<file path="src/rtl/swc_pkg.sv">
package swc_pkg;
    typedef enum logic [1:0] {
        PH_CHARGE = 2'b00,
        PH_IDLE   = 2'b01,
        PH_BLK1   = 2'b10,
        PH_BLK2   = 2'b11
    } phase_t;

    localparam int SW_W = 3;

    // switch triple ordered {direct, blk1, blk2}
    function automatic logic [SW_W-1:0] phase_switches(input phase_t ph);
        unique case (ph)
            PH_CHARGE: return 3'b100;
            PH_IDLE:   return 3'b000;
            PH_BLK1:   return 3'b010;
            PH_BLK2:   return 3'b001;
        endcase
    endfunction
endpackage

</file>
<file path="src/rtl/swc_sync.sv">
module swc_sync #(
    parameter int WIDTH  = 2,
    parameter int STAGES = 2
) (
    input  logic             clk,
    input  logic             rst_n,
    input  logic [WIDTH-1:0] async_i,
    output logic [WIDTH-1:0] sync_o
);
    localparam int LAST = STAGES - 1;

    for (genvar b = 0; b < WIDTH; b++) begin : g_bit
        logic [STAGES-1:0] chain_q;
        always_ff @(posedge clk or negedge rst_n) begin
            if (!rst_n) chain_q <= '0;
            else        chain_q <= {chain_q[STAGES-2:0], async_i[b]};
        end
        assign sync_o[b] = chain_q[LAST];
    end
endmodule

</file>
<file path="src/rtl/swc_ratio.sv">
module swc_ratio #(
    parameter int RW = 2
) (
    input  logic          clk,
    input  logic          rst_n,
    input  logic          load_i,
    input  logic [RW-1:0] sel_i,
    output logic [RW-1:0] ratio_o
);
    always_ff @(posedge clk or negedge rst_n) begin
        if (!rst_n)      ratio_o <= '0;
        else if (load_i) ratio_o <= sel_i;
    end

    assert_ratio_hold_R8: assert property (@(posedge clk) disable iff (!rst_n)
        !$past(load_i) |-> $stable(ratio_o));
endmodule

</file>
<file path="src/rtl/swc_seq.sv">
module swc_seq
    import swc_pkg::*;
(
    input  logic            clk,
    input  logic            rst_n,
    input  logic            hi_s,
    input  logic            lo_s,
    output phase_t          phase_o,
    output logic [SW_W-1:0] sw_o,
    output logic            heavy_o,
    output logic            charging_o
);
    phase_t phase_q, phase_d;
    logic   gap_q, gap_d;
    logic   armed_q, armed_d;
    logic   hi_d_q;
    logic   heavy_q, heavy_d;

    wire fall_hi = hi_d_q & ~hi_s;
    wire rise_hi = ~hi_d_q & hi_s;

    // next-state decisions
    always_comb begin
        phase_d = phase_q;
        gap_d   = 1'b0;
        armed_d = armed_q;
        heavy_d = 1'b0;
        if (!gap_q) begin
            unique case (phase_q)
                PH_CHARGE: if (hi_s && lo_s) phase_d = PH_IDLE;
                PH_IDLE: if (!hi_s) begin
                    phase_d = PH_BLK1;
                    armed_d = 1'b0;
                end
                PH_BLK1, PH_BLK2: begin
                    if (!lo_s) begin
                        phase_d = PH_CHARGE;
                        gap_d   = 1'b1;
                        heavy_d = 1'b1;
                        armed_d = 1'b0;
                    end else if (armed_q && fall_hi) begin
                        phase_d = (phase_q == PH_BLK1) ? PH_BLK2 : PH_BLK1;
                        gap_d   = 1'b1;
                        armed_d = 1'b0;
                    end else if (rise_hi) begin
                        armed_d = 1'b1;
                    end
                end
            endcase
        end
    end

    // state register
    always_ff @(posedge clk or negedge rst_n) begin
        if (!rst_n) begin
            phase_q <= PH_CHARGE;
            gap_q   <= 1'b0;
            armed_q <= 1'b0;
            hi_d_q  <= 1'b0;
            heavy_q <= 1'b0;
        end else begin
            phase_q <= phase_d;
            gap_q   <= gap_d;
            armed_q <= armed_d;
            hi_d_q  <= hi_s;
            heavy_q <= heavy_d;
        end
    end

    // outputs
    always_comb begin
        phase_o    = phase_q;
        sw_o       = gap_q ? '0 : phase_switches(phase_q);
        heavy_o    = heavy_q;
        charging_o = (phase_q == PH_CHARGE) && !gap_q;
    end

    assert_onehot_switch_R2: assert property (@(posedge clk) disable iff (!rst_n)
        $onehot0(sw_o));
    assert_break_gap_R6: assert property (@(posedge clk) disable iff (!rst_n)
        (|sw_o && |$past(sw_o)) |-> sw_o == $past(sw_o));
    assert_idle_entry_R3: assert property (@(posedge clk) disable iff (!rst_n)
        (phase_o == PH_IDLE && $past(phase_o) != PH_IDLE) |-> $past(phase_o) == PH_CHARGE);
    assert_heavy_pulse_R7: assert property (@(posedge clk) disable iff (!rst_n)
        heavy_o |=> !heavy_o);
    assert_heavy_source_R7: assert property (@(posedge clk) disable iff (!rst_n)
        heavy_o |-> (phase_o == PH_CHARGE && sw_o == '0 && $past(phase_o[1])));
endmodule

</file>
<file path="src/rtl/swc_ctrl.sv">
module swc_ctrl
    import swc_pkg::*;
#(
    parameter int RATIO_W     = 2,
    parameter int SYNC_STAGES = 2
) (
    input  logic               clk,
    input  logic               rst_n,
    input  logic               above_hi_i,
    input  logic               above_lo_i,
    input  logic [RATIO_W-1:0] ratio_sel_i,
    output logic               sw_direct_o,
    output logic               sw_blk1_o,
    output logic               sw_blk2_o,
    output logic [RATIO_W-1:0] ratio_o,
    output logic [1:0]         phase_o,
    output logic               heavy_evt_o
);
    logic [1:0]      flags_s;
    logic [SW_W-1:0] sw;
    logic            charging;
    phase_t          phase;

    swc_sync #(.WIDTH(2), .STAGES(SYNC_STAGES)) u_sync (
        .clk(clk), .rst_n(rst_n),
        .async_i({above_hi_i, above_lo_i}),
        .sync_o(flags_s)
    );

    swc_seq u_seq (
        .clk(clk), .rst_n(rst_n),
        .hi_s(flags_s[1]), .lo_s(flags_s[0]),
        .phase_o(phase), .sw_o(sw),
        .heavy_o(heavy_evt_o), .charging_o(charging)
    );

    swc_ratio #(.RW(RATIO_W)) u_ratio (
        .clk(clk), .rst_n(rst_n),
        .load_i(charging), .sel_i(ratio_sel_i),
        .ratio_o(ratio_o)
    );

    assign {sw_direct_o, sw_blk1_o, sw_blk2_o} = sw;
    assign phase_o = phase;

    assert_charge_code_R8: assert property (@(posedge clk) disable iff (!rst_n)
        charging |-> {sw_direct_o, sw_blk1_o, sw_blk2_o} == 3'b100);
endmodule

</file>
<file path="config.mk">
export PLATFORM = sky130hd
export DESIGN_NAME = swc_ctrl
export DESIGN_NICKNAME = d
export VERILOG_FILES = /design/src/rtl/swc_pkg.sv /design/src/rtl/swc_sync.sv /design/src/rtl/swc_ratio.sv /design/src/rtl/swc_seq.sv /design/src/rtl/swc_ctrl.sv
export SDC_FILE = /design/constraint.sdc
export NUM_CORES = 1
export LEC_CHECK = 0
export CORE_AREA = 2 2 39 41
export DETAILED_ROUTE_END_ITERATION = 7
export DIE_AREA = 0 0 41 43
export PLACE_DENSITY = 0.66
export REMOVE_ABC_BUFFERS = 1
export SLEW_MARGIN = 5
export SYNTH_ARGS = -nofsm -noshare
export SYNTH_HDL_FRONTEND = slang
export SYNTH_HIERARCHICAL = 1
export SYNTH_SLANG_ARGS = --single-unit
</file>
<file path="constraint.sdc">
create_clock -name clk -period 1.76 [get_ports clk]
set_input_delay 0.264 -clock clk [delete_from_list [all_inputs] [get_ports clk]]
set_output_delay 0.264 -clock clk [all_outputs]
set_load 0.05 [all_outputs]
</file>
==> impl_metrics.ini <==
[run_status]
status = complete, no violations

[timing]
fin_crit_ns = 1.674
hold_viol = 0
skew_ns = 0.001673
slew_viol_final = 0
grt_setup_unrepaired = false
setup-violations-final = 0
setup-tns-final_ns = 0
fmax_mhz = 597.3
layout_setup_ws_ns = 0.08578
holdWs_ns = 0.3369
slew_headroom = 0.6538
finalCritPeriodShare = 0.9513
worstMarginPinSlew_ns = 0.5177

[yosys]
syn_area_per_cell_sq_um = 11.46
syn-instance-count = 45
synth_seq_area_share = 0.5825
synth_area_leader_cell = dfrtp_1
yosysWarnings = 6
synthTopCellsByArea = dfrtp_1, buf_4, mux2_2
yosys_register_bits = 12
synthesis.area_sq_um = 515.5
synth.distinct_cells = 24
synth_top_area_share = 0.5825

[floorplan]
start_util = 0.3725
io-pin-count = 14
dieArea_sq_um = 1763
dieHeight_microns = 43
rows = 14
die_w_microns = 41
design.core.area_sq_um = 1384

[detailed_routing]
viasPerCell = 5.041
vias = 373
wl_met1_microns = 403
drc = 0
drt_iter0_markers = 9
first_pass_iters = 6
met2WireLength_microns = 451
dr.max_layer_used = met4
wl_per_cell_microns = 12.55
routed_wl_microns = 929
postRouteAntennaNets = 0
dr_wl_met3_microns = 61

[hold_path]
hp-class = input port to async pin

[setup_path]
crit_required_ns = 1.50
crit_path_start_kind = flip-flop
cp.buffers_inverters = 1
critPathSlowestCell = clkdlybuf4s50_1
rr_worst_depth = 2
cp-end-kind = primary output
critical_path_class = flip-flop to primary output
reg2reg_to = u_ratio/ratio_o[1]$_DFFE_PN0P_
max_stage_delay_ns = 0.81
r2r_start = u_seq/phase_o[1]$_DFFE_PN0P_
r2r_setup_slack_ns = 0.40
critical_path.max_fanout = 1
cp.arrival_ns = 1.41
path_cells = clkdlybuf4s50_1
path_delay_family = buffers and inverters

[cells_and_area]
stdcell_count = 74
diodes = 0
syn_to_final_growth_pct = 38.11
finalCoreUtilization = 0.5145
layout_common_cells = dfrtp_1, clkdlybuf4s50_1, buf_12
area.sequential_sq_um = 300.3
n_fill_cell = 114
multi_input_area_sq_um = 176.4
layout_commonest_cell = dfrtp_1
drive_gt1_frac = 0.2414
final_cell_area_sq_um = 711.9
nets = 65

[clocking]
ctsResizeCount = 0
cts_tree = done
clock-sinks = 12
clock_latency_ns = 0.26
clk_transition_reported_paths_ns = 0.07
cts-hold-fix-buffers = 0
cts_made_buffers = 3
cts_root_buf = clkbuf_4
h-tree-depth = 1
clk_path_buf_depth = 2
cts_setup_buffers = 0

[global_route]
grt_use_total = 0.1291
overflow = 0
first_global_vias = 337
grt_pass1_wl_microns = 1476
antenna_found_initial = 0
grt_max_degree = 13

[place]
place_congestion = 0.6799
dp.cells = 70
placed_cell_area_sq_um = 675.6
post-place-ws_ns = 0.3656
dp_hpwl_microns = 654.5
numPortBuffers = 13

[pwr]
power_density_nw_per_um2 = 2081
irDropWorstVdd_uv = 781.6
cellLeakagePower_nw = 0.3078
power_mw = 1.482

[run]
cap_violations = 0
[power by group]
group          internal [mW]  switching [mW]
sequential             0.351           0.117
combinational          0.353           0.448
clock                  0.126          0.0868
[sequential cells by signal, summed over array words and instances (netlist names)]
register	cells
u_sync/g_bit.chain_q	4
u_seq/hi_d_q	1
u_seq/armed_q	1
u_seq/phase_o	2
u_ratio/ratio_o	2
u_seq/heavy_o	1
u_seq/gap_q	1
[per-layer routing]
metal,GRT usage,vias up
li1,-,179
met1,0.1684,173
met2,0.1750,19
met3,0.04712,2
met4,0.08000,0
met5,0,-
[cells in the mapped netlist]
master    instances
nand2b_1          1
buf_4             3
and2b_2           1
nand4b_1          1
a21oi_1           2
o311ai_1          1
inv_1             2
nor4bb_1          1
dfrtp_1          12
o21ai_1           1
a32o_1            1
a31oi_1           1
mux2_2            2
nand2_1           3
nand4_1           1
nor2_1            3
buf_2             1
or2b_1            1
nand2b_4          1
nand3b_1          1
inv_2             1
and3_1            1
nor3_1            2
nor4_1            1
[worst max path at each step]
stage,start,to,slack [ns],cells past startpoint
floorplan,u_seq/phase_o[1]$_DFFE_PN0P_,sw_direct_o,-0.34,1
detailed placement,u_seq/heavy_o$_DFF_PN0_,heavy_evt_o,0.37,1
CTS,u_seq/heavy_o$_DFF_PN0_,heavy_evt_o,0.06,1
global route,u_seq/heavy_o$_DFF_PN0_,heavy_evt_o,0.03,1
global placement,u_ratio/ratio_o[0]$_DFFE_PN0P_,ratio_o[0],0.38,1
finish,u_seq/heavy_o$_DFF_PN0_,heavy_evt_o,0.09,1
[area by class of cell]
cell class | instances | share of cell area
well taps | 16 | 0.02812
clock buffers | 4 | 0.05097
flip-flops and latches | 12 | 0.4218
inverters | 3 | 0.01582
repair buffers | 13 | 0.2355
multi-input cells | 26 | 0.2478
[cell families (layout without fill, tap and decap cells)]
family                 Yosys count  count (layout)  share of synthesized area
and+or+nand+nor                 18              18                     0.2209
DFF                             12              12                     0.5825
buffers and inverters            7              20                    0.07523
AOI/OAI and AO/OA                6               6                    0.07767
muxes                            2               2                    0.04369
(Power assumes the default switching activity.)
